==> src/rtl/flash_opstat_pkg.sv <==
package flash_opstat_pkg;

  typedef enum logic [2:0] {
    PH_IDLE,
    PH_PGM,
    PH_ERS,
    PH_SUSP,
    PH_PSUSP
  } phase_t;

  localparam int unsigned BIT_OPTOG  = 6;
  localparam int unsigned BIT_TMO    = 5;
  localparam int unsigned BIT_SECTOG = 2;

  function automatic logic phase_running(phase_t p);
    return (p == PH_PGM) || (p == PH_ERS) || (p == PH_PSUSP);
  endfunction

  function automatic logic phase_erase_marked(phase_t p);
    return (p == PH_ERS) || (p == PH_SUSP) || (p == PH_PSUSP);
  endfunction

endpackage

==> src/rtl/flash_opstat_ctrl.sv <==
module flash_opstat_ctrl
  import flash_opstat_pkg::*;
#(
  parameter int unsigned NSECT        = 16,
  parameter int unsigned NBANK        = 2,
  parameter int unsigned PROT_PGM_CYC = 100,
  parameter int unsigned PROT_ERS_CYC = 10000,
  localparam int unsigned SECT_W = $clog2(NSECT),
  localparam int unsigned BANK_W = (NBANK > 1) ? $clog2(NBANK) : 1
) (
  input  logic              clk,
  input  logic              rst_n,
  input  logic              cmd_pgm,
  input  logic              cmd_ers,
  input  logic              cmd_susp,
  input  logic              cmd_resume,
  input  logic [BANK_W-1:0] cmd_bank,
  input  logic [SECT_W-1:0] cmd_sector,
  input  logic [NSECT-1:0]  ers_mask,
  input  logic [NSECT-1:0]  prot_mask,
  input  logic              op_done,
  output phase_t            phase,
  output logic [BANK_W-1:0] op_bank,
  output logic [NSECT-1:0]  ers_set,
  output logic              start_pgm,
  output logic              start_ers,
  output logic              busy
);

  localparam int unsigned TMAX = (PROT_PGM_CYC > PROT_ERS_CYC) ? PROT_PGM_CYC : PROT_ERS_CYC;
  localparam int unsigned TW   = $clog2(TMAX + 1);
  localparam logic [TW-1:0] PGM_LOAD = TW'(PROT_PGM_CYC - 1);
  localparam logic [TW-1:0] ERS_LOAD = TW'(PROT_ERS_CYC - 1);

  phase_t          state;
  logic            fake;
  logic [TW-1:0]   timer;
  logic [NSECT-1:0] new_set;
  logic            finish;

  assign new_set   = ers_mask & ~prot_mask;
  assign finish    = fake ? (timer == '0) : op_done;
  assign start_pgm = cmd_pgm && ((state == PH_IDLE) || (state == PH_SUSP));
  assign start_ers = cmd_ers && !cmd_pgm && (state == PH_IDLE);

  always_ff @(posedge clk) begin
    if (!rst_n) begin
      state   <= PH_IDLE;
      fake    <= 1'b0;
      timer   <= '0;
      op_bank <= '0;
      ers_set <= '0;
    end else begin
      if (fake && (timer != '0)) timer <= timer - TW'(1);
      unique case (state)
        PH_IDLE: begin
          if (cmd_pgm) begin
            state   <= PH_PGM;
            op_bank <= cmd_bank;
            fake    <= prot_mask[cmd_sector];
            timer   <= PGM_LOAD;
          end else if (cmd_ers) begin
            state   <= PH_ERS;
            op_bank <= cmd_bank;
            ers_set <= new_set;
            fake    <= (new_set == '0);
            timer   <= ERS_LOAD;
          end
        end
        PH_PGM: begin
          if (finish) begin
            state <= PH_IDLE;
            fake  <= 1'b0;
          end
        end
        PH_ERS: begin
          if (finish) begin
            state <= PH_IDLE;
            fake  <= 1'b0;
          end else if (cmd_susp && !fake) begin
            state <= PH_SUSP;
          end
        end
        PH_SUSP: begin
          if (cmd_pgm) begin
            state <= PH_PSUSP;
            fake  <= prot_mask[cmd_sector];
            timer <= PGM_LOAD;
          end else if (cmd_resume) begin
            state <= PH_ERS;
          end
        end
        PH_PSUSP: begin
          if (finish) begin
            state <= PH_SUSP;
            fake  <= 1'b0;
          end
        end
        default: state <= PH_IDLE;
      endcase
    end
  end

  assign phase = state;
  assign busy  = phase_running(state);

  // a false erase window never enters suspend
  p_fake_no_susp_r8: assert property (@(posedge clk) disable iff (!rst_n)
    (state == PH_ERS && fake) |=> (state != PH_SUSP));

  // suspend only leaves on program start or resume
  p_susp_holds_r11: assert property (@(posedge clk) disable iff (!rst_n)
    (state == PH_SUSP && !cmd_pgm && !cmd_resume) |=> (state == PH_SUSP));

  // a false program window ignores op_done while its timer runs
  p_fake_pgm_ignores_done_r7: assert property (@(posedge clk) disable iff (!rst_n)
    (state == PH_PGM && fake && timer != '0) |=> (state == PH_PGM));

endmodule

==> src/rtl/flash_opstat_toggle.sv <==
module flash_opstat_toggle
  import flash_opstat_pkg::*;
#(
  parameter int unsigned NSECT = 16,
  parameter int unsigned NBANK = 2,
  localparam int unsigned SECT_W = $clog2(NSECT),
  localparam int unsigned BANK_W = (NBANK > 1) ? $clog2(NBANK) : 1
) (
  input  logic              clk,
  input  logic              rst_n,
  input  phase_t            phase,
  input  logic [BANK_W-1:0] op_bank,
  input  logic [NSECT-1:0]  ers_set,
  input  logic              start_pgm,
  input  logic              start_ers,
  input  logic              rd_en,
  input  logic [BANK_W-1:0] rd_bank,
  input  logic [SECT_W-1:0] rd_sector,
  output logic              op_tog,
  output logic              sec_tog,
  output logic              status_sel
);

  logic in_bank;
  logic in_set;
  logic flip_op;
  logic flip_sec;

  assign in_bank = (rd_bank == op_bank);
  assign in_set  = ers_set[rd_sector];

  always_comb begin
    unique case (phase)
      PH_PGM, PH_ERS, PH_PSUSP: status_sel = in_bank;
      PH_SUSP:                  status_sel = in_bank && in_set;
      default:                  status_sel = 1'b0;
    endcase
  end

  assign flip_op  = rd_en && in_bank && phase_running(phase);
  assign flip_sec = rd_en && in_bank && in_set && phase_erase_marked(phase);

  always_ff @(posedge clk) begin
    if (!rst_n) begin
      op_tog  <= 1'b0;
      sec_tog <= 1'b0;
    end else begin
      if (start_pgm || start_ers) op_tog <= 1'b0;
      else if (flip_op)           op_tog <= ~op_tog;
      if (start_ers)              sec_tog <= 1'b0;
      else if (flip_sec)          sec_tog <= ~sec_tog;
    end
  end

  // the operation bit holds through erase-suspend
  p_optog_hold_susp_r5: assert property (@(posedge clk) disable iff (!rst_n)
    (phase == PH_SUSP && !start_pgm) |=> $stable(op_tog));

  // reads of the other bank leave the sector bit alone
  p_sectog_other_bank_r3: assert property (@(posedge clk) disable iff (!rst_n)
    (rd_en && rd_bank != op_bank && !start_ers) |=> $stable(sec_tog));

  // the sector bit never moves during a plain program
  p_sectog_pgm_r4: assert property (@(posedge clk) disable iff (!rst_n)
    (phase == PH_PGM && !start_ers) |=> $stable(sec_tog));

endmodule

==> src/rtl/flash_opstat_resp.sv <==
module flash_opstat_resp
  import flash_opstat_pkg::*;
(
  input  logic       clk,
  input  logic       rst_n,
  input  logic       rd_en,
  input  logic       status_sel,
  input  logic       op_tog,
  input  logic       sec_tog,
  input  logic       timeout_flag,
  input  logic [7:0] array_rdata,
  output logic       rd_valid,
  output logic [7:0] rd_data
);

  logic [7:0] status_byte;

  always_comb begin
    status_byte             = 8'h00;
    status_byte[BIT_OPTOG]  = op_tog;
    status_byte[BIT_TMO]    = timeout_flag;
    status_byte[BIT_SECTOG] = sec_tog;
  end

  always_ff @(posedge clk) begin
    if (!rst_n) begin
      rd_valid <= 1'b0;
      rd_data  <= 8'h00;
    end else begin
      rd_valid <= rd_en;
      if (rd_en) rd_data <= status_sel ? status_byte : array_rdata;
    end
  end

  // every request is answered on the next cycle
  p_resp_next_r1: assert property (@(posedge clk) disable iff (!rst_n)
    rd_en |=> rd_valid);

  // array reads pass the array byte of the request cycle
  p_array_pass_r3: assert property (@(posedge clk) disable iff (!rst_n)
    (rd_en && !status_sel) |=> (rd_data == $past(array_rdata)));

endmodule

==> src/rtl/flash_opstat.sv <==
module flash_opstat
  import flash_opstat_pkg::*;
#(
  parameter int unsigned NSECT        = 16,
  parameter int unsigned NBANK        = 2,
  parameter int unsigned PROT_PGM_CYC = 100,
  parameter int unsigned PROT_ERS_CYC = 10000,
  localparam int unsigned SECT_W = $clog2(NSECT),
  localparam int unsigned BANK_W = (NBANK > 1) ? $clog2(NBANK) : 1
) (
  input  logic              clk,
  input  logic              rst_n,
  input  logic              rd_en,
  input  logic [BANK_W-1:0] rd_bank,
  input  logic [SECT_W-1:0] rd_sector,
  input  logic [7:0]        array_rdata,
  input  logic              timeout_flag,
  output logic              rd_valid,
  output logic [7:0]        rd_data,
  input  logic              cmd_pgm,
  input  logic              cmd_ers,
  input  logic              cmd_susp,
  input  logic              cmd_resume,
  input  logic [BANK_W-1:0] cmd_bank,
  input  logic [SECT_W-1:0] cmd_sector,
  input  logic [NSECT-1:0]  ers_mask,
  input  logic [NSECT-1:0]  prot_mask,
  input  logic              op_done,
  output logic              rb_pulldown
);

  phase_t            phase;
  logic [BANK_W-1:0] op_bank;
  logic [NSECT-1:0]  ers_set;
  logic              start_pgm;
  logic              start_ers;
  logic              busy;
  logic              op_tog;
  logic              sec_tog;
  logic              status_sel;

  flash_opstat_ctrl #(
    .NSECT(NSECT), .NBANK(NBANK),
    .PROT_PGM_CYC(PROT_PGM_CYC), .PROT_ERS_CYC(PROT_ERS_CYC)
  ) u_ctrl (
    .clk(clk), .rst_n(rst_n),
    .cmd_pgm(cmd_pgm), .cmd_ers(cmd_ers), .cmd_susp(cmd_susp), .cmd_resume(cmd_resume),
    .cmd_bank(cmd_bank), .cmd_sector(cmd_sector),
    .ers_mask(ers_mask), .prot_mask(prot_mask), .op_done(op_done),
    .phase(phase), .op_bank(op_bank), .ers_set(ers_set),
    .start_pgm(start_pgm), .start_ers(start_ers), .busy(busy)
  );

  flash_opstat_toggle #(.NSECT(NSECT), .NBANK(NBANK)) u_tog (
    .clk(clk), .rst_n(rst_n),
    .phase(phase), .op_bank(op_bank), .ers_set(ers_set),
    .start_pgm(start_pgm), .start_ers(start_ers),
    .rd_en(rd_en), .rd_bank(rd_bank), .rd_sector(rd_sector),
    .op_tog(op_tog), .sec_tog(sec_tog), .status_sel(status_sel)
  );

  flash_opstat_resp u_resp (
    .clk(clk), .rst_n(rst_n),
    .rd_en(rd_en), .status_sel(status_sel),
    .op_tog(op_tog), .sec_tog(sec_tog), .timeout_flag(timeout_flag),
    .array_rdata(array_rdata),
    .rd_valid(rd_valid), .rd_data(rd_data)
  );

  assign rb_pulldown = busy;

  // idle never pulls the shared line low
  p_idle_release_r1: assert property (@(posedge clk) disable iff (!rst_n)
    (phase == PH_IDLE) |-> !rb_pulldown);

  // a program start is busy from the next cycle
  p_pgm_start_busy_r9: assert property (@(posedge clk) disable iff (!rst_n)
    start_pgm |=> rb_pulldown);

endmodule

==> config.mk <==
export PLATFORM = sky130hd
export DESIGN_NAME = flash_opstat
export DESIGN_NICKNAME = d
export VERILOG_FILES = /design/src/rtl/flash_opstat_pkg.sv /design/src/rtl/flash_opstat_ctrl.sv /design/src/rtl/flash_opstat_toggle.sv /design/src/rtl/flash_opstat_resp.sv /design/src/rtl/flash_opstat.sv
export SDC_FILE = /design/constraint.sdc
export NUM_CORES = 1
export LEC_CHECK = 0
export BUFFER_PORTS_ARGS = -buffer_cell sky130_fd_sc_hd__clkbuf_2
export CAP_MARGIN = 20
export CORE_MARGIN = 2
export CORE_UTILIZATION = 52
export DETAILED_ROUTE_END_ITERATION = 7
export GPL_ROUTABILITY_DRIVEN = 1
export PLACE_DENSITY_LB_ADDON = 0.1
export SLEW_MARGIN = 20
export SYNTH_ARGS = -nofsm -noshare
export SYNTH_HDL_FRONTEND = slang
export SYNTH_SLANG_ARGS = --single-unit
export TNS_END_PERCENT = 10
==> constraint.sdc <==
create_clock -name clk -period 2.2 [get_ports clk]
set_clock_uncertainty 0.05 [all_clocks]
set_input_delay 0.11 -clock clk [delete_from_list [all_inputs] [get_ports clk]]
set_output_delay 0.11 -clock clk [all_outputs]
set_load 0.02 [all_outputs]
==> qor_table.md <==
| Metric | Reported | Unit |
|:---|:---|:---|
| Crit end category | register | - |
| Maximum level of the CTS H-tree | 2 | - |
| Detail-routed net length per standard cell | 13.6 | um |
| Highest-count cells in the layout ignoring fill and taps | sky130_fd_sc_hd__clkbuf_2 (68), sky130_fd_sc_hd__dfxtp_1 (46), sky130_fd_sc_hd__nand2_1 (36) | - |
| Clk pin slew, worst setup/hold paths | 0.08 | ns |
| Number of flops mapped to enable cells by yosys | 0 | - |
| Type of the most critical hold path | primary input to register | - |
| Share of layout cells above drive strength 1 | 25.1 | % |
| Number of antenna violations at the first check in global routing | 0 | - |
| Leading area contributor after synthesis | sky130_fd_sc_hd__dfxtp_1 | - |
| #FFs+latches synth | 46 | - |
| N_diodes | 0 | - |
| Result of the run | finished, final reports clean | - |
| Remaining design rule violation count | 0 | - |
| Number of standard-cell rows in the floorplan | 25 | - |
| Sinks on Clock Net | 46 | - |
| Gr usage total | 22.7 | % |
| Setup violation total in the final timing report | 0 | - |
| Unrepaired setup endpoints after global routing | no | - |
| Part of the cycle the worst path needs | 89.5 | % |
| Total I/O pin count | 69 | - |
| Area share of the leading cell type in the synthesized netlist | 36.5 | % |
| Count of final max-slew check failures | 0 | - |
| Total wirelength of the detailed-routed design | 5670 | um |
| Number of hold-slack violations in the final timing report | 0 | - |
| Final Total Pwr | 2.95 | mW |
| Cell family with most CP delay | compound AO/OA/AOI/OAI gates | - |
| Top cells by area, synth | sky130_fd_sc_hd__dfxtp_1 (37%), sky130_fd_sc_hd__nand2_1 (5.4%), sky130_fd_sc_hd__nor2b_1 (5.0%) | - |
| Number of standard cells after synthesis | 295 | - |
| Number of violations reported at the end of detailed-routing iteration 0 | 80 | - |
| Net count reported at finish | 422 | - |
| Type of element launching the critical path | register | - |
| Gr ovfl total | 0 | - |
| Slew of the pin with the lowest slew margin | 0.486 | ns |
| Maximum number of pins on one net before global-route repair | 28 | - |
| Max Buffers Root-to-Sink | 2 | - |
| Final critical-path required period | 1.97 | ns |
| Initial standard-cell utilization of the core | 53.8 | % |
| Total number of vias | 2285 | - |
| Net count after synthesis | 355 | - |
| Dominant register cell in the synthesized netlist | sky130_fd_sc_hd__dfxtp_1 | - |
| Critical path buffer and inverter count | 0 | - |
| Slew HR | 67.3 | % |
| Routed vias/inst | 5.48 | - |
| Total half-perimeter wirelength after legalization and detailed placement | 4390 | um |
| TritonCTS clock tree | done | - |
| Number of global-route vias before repair | 2114 | - |
| Sequence of cells on the critical path | nor3_1, nand4bb_1, o31ai_2, a2bb2oi_2, o311ai_1, o22ai_1 | - |
| Maximum fanout along the worst path | 5 | - |
| Pwr Density | 980 | nW/um^2 |
| Clock insertion delay at the later pin of the skew report | 0.29 | ns |
| Count of port buffers added during placement | 68 | - |
| Netlist cell types | 45 | - |
| Syn. warnings | 0 | - |
| DIE HEIGHT | 73.6 | um |
| Post-CTS Setup Repair Bufs | 0 | - |
| Total negative slack | 0 | ns |
| Worst path max stage delay | 0.38 | ns |
| Clk root buf | sky130_fd_sc_hd__clkbuf_8 | - |
| Netlist area before placement | 2520 | sq um |
| Core outline area | 4690 | sq um |
| Antenna violation net count after detailed routing | 0 | - |
| Width of the die | 73.6 | um |
| Routability congestion estimate | 0.864 | - |
| Share of synthesized area occupied by flip-flops and latches | 36.5 | % |
| Average footprint of a synthesized cell | 8.55 | sq um |
| Worst IR Drop VDD | 0.481 | mV |
| Die area | 5420 | sq um |
| TritonRoute pass-1 iters | 5 | - |
| Crit Path Class | register to register | - |
| Data arrival time of the critical path | 2.14 | ns |
| Area Growth Syn to Fin | 19.2 | % |
| Cell type of the slowest stage on the worst timing path | sky130_fd_sc_hd__o31ai_2 | - |
| Post-synthesis async set-or-reset flop share | 0 | % |
| Cts bufs inserted | 5 | - |
| Global-route wire length before repair | 9630 | um |
| # Max-Cap Violations | 0 | - |
| Fill count | 424 | - |
| Timing-limited maximum frequency | 508 | MHz |
| Leakage Power | 1.26 | nW |
| Most common cell after layout, fill and taps aside | sky130_fd_sc_hd__clkbuf_2 | - |
| Required time at the endpoint of the critical path | 2.37 | ns |
[metrics by stage]
step / instance area [sq um] / instances / util, % / hold slack [ns] / worst slack (ns)
2_1_floorplan: 2520 / 295 / - / 0.205 / 0.422
3_3_place_gp: 2900 / 408 / 61.8 / 0.305 / 0.308
3_5_place_dp: 2900 / 408 / 61.8 / 0.307 / 0.216
4_1_cts: 3000 / 417 / 64.0 / 0.00187 / 0.175
5_1_grt: 3010 / 417 / 64.1 / 0.00731 / 0.0703
6_report: 3010 / 417 / 64.1 / 0.00992 / 0.231
[metal layers]
| metal | vias to the layer above | share of wire [%] | GRT usage (%) |
|---|---|---|---|
| met4 | 0 | 0.51 | 5.45 |
| met2 | 73 | 45 | 36.7 |
| met1 | 1023 | 49 | 31.1 |
| li1 | 1187 | - | - |
| met3 | 2 | 5.2 | 4.80 |
| met5 | - | 0 | 0 |
[cells in the mapped netlist, types with 4 or more instances]
master,instances
sky130_fd_sc_hd__xnor2_1,10
sky130_fd_sc_hd__o21ai_0,14
sky130_fd_sc_hd__nand2b_1,10
sky130_fd_sc_hd__nor3_1,11
sky130_fd_sc_hd__xor2_1,4
sky130_fd_sc_hd__a21oi_1,22
sky130_fd_sc_hd__a21boi_1,5
sky130_fd_sc_hd__and2_1,5
sky130_fd_sc_hd__clkbuf_1,12
sky130_fd_sc_hd__mux2i_1,8
sky130_fd_sc_hd__a21boi_0,12
sky130_fd_sc_hd__nor2b_1,20
sky130_fd_sc_hd__inv_1,10
sky130_fd_sc_hd__nand2_1,36
sky130_fd_sc_hd__nor2_1,13
sky130_fd_sc_hd__nor4_1,4
sky130_fd_sc_hd__dfxtp_1,46
sky130_fd_sc_hd__mux4_2,5
sky130_fd_sc_hd__nand3_1,8
[worst min-delay path: cells and delay by family]
family	cells	cell delay [ns]
compound gates	1	0.05
buf+inv	1	0.08
simple gates	1	0.06
[state kept, by name, indices dropped and copies added (netlist names)]
register,flops
u_ctrl.ers_set,16
u_ctrl.fake,1
u_ctrl.op_bank,1
u_ctrl.phase,3
u_ctrl.timer,14
u_resp.rd_data,8
u_resp.rd_valid,1
u_tog.op_tog,1
u_tog.sec_tog,1
[layout make-up]
cell class / instances / area (sq um) / area share (%)
clock buffer: 7 / 86.3 / 2.87
clock inverter: 1 / 5.00 / 0.166
inverter: 10 / 37.5 / 1.25
multi-input combinational: 225 / 1500 / 49.9
sequential: 46 / 921 / 30.6
tap: 54 / 67.6 / 2.25
timing repair buffer: 74 / 388 / 12.9
[kinds of logic after synthesis]
kind of cell	synth area share, %
flops	36.5
fa+ha+maj	0.496
simple gates	24.4
mux	9.72
compound gates	19.9
xor+xnor	4.86
buf+inv	4.17
[repair_timing]
| action | in CTS | in global routing |
|---|---|---|
| setup endpoints to repair | 0 | 2 |
| hold buffers | 1 | 0 |
| gates resized for setup | 0 | 1 |
| endpoints found under the hold margin | 1 | 0 |
[power breakdown]
group | internal (mW) | leakage (nW) | switching, mW
Clock | 0.254 | 0.0482 | 0.264
Sequential | 0.993 | 0.376 | 0.175
Combinational | 0.549 | 0.840 | 0.713
[path summary, 6_finish.rpt]
check,startpoint,end,slack [ns],depth (start not counted)
hold / removal,array_rdata[7],u_resp.rd_data[7],0.01,3
setup reg to reg,u_ctrl.timer[9],u_ctrl.phase[0],0.23,6
hold reg to reg,u_ctrl.ers_set[7],u_ctrl.ers_set[7],0.41,2
setup / recovery,u_ctrl.timer[9],u_ctrl.phase[0],0.23,6
Note: power is estimated with default switching activity, not from simulation.
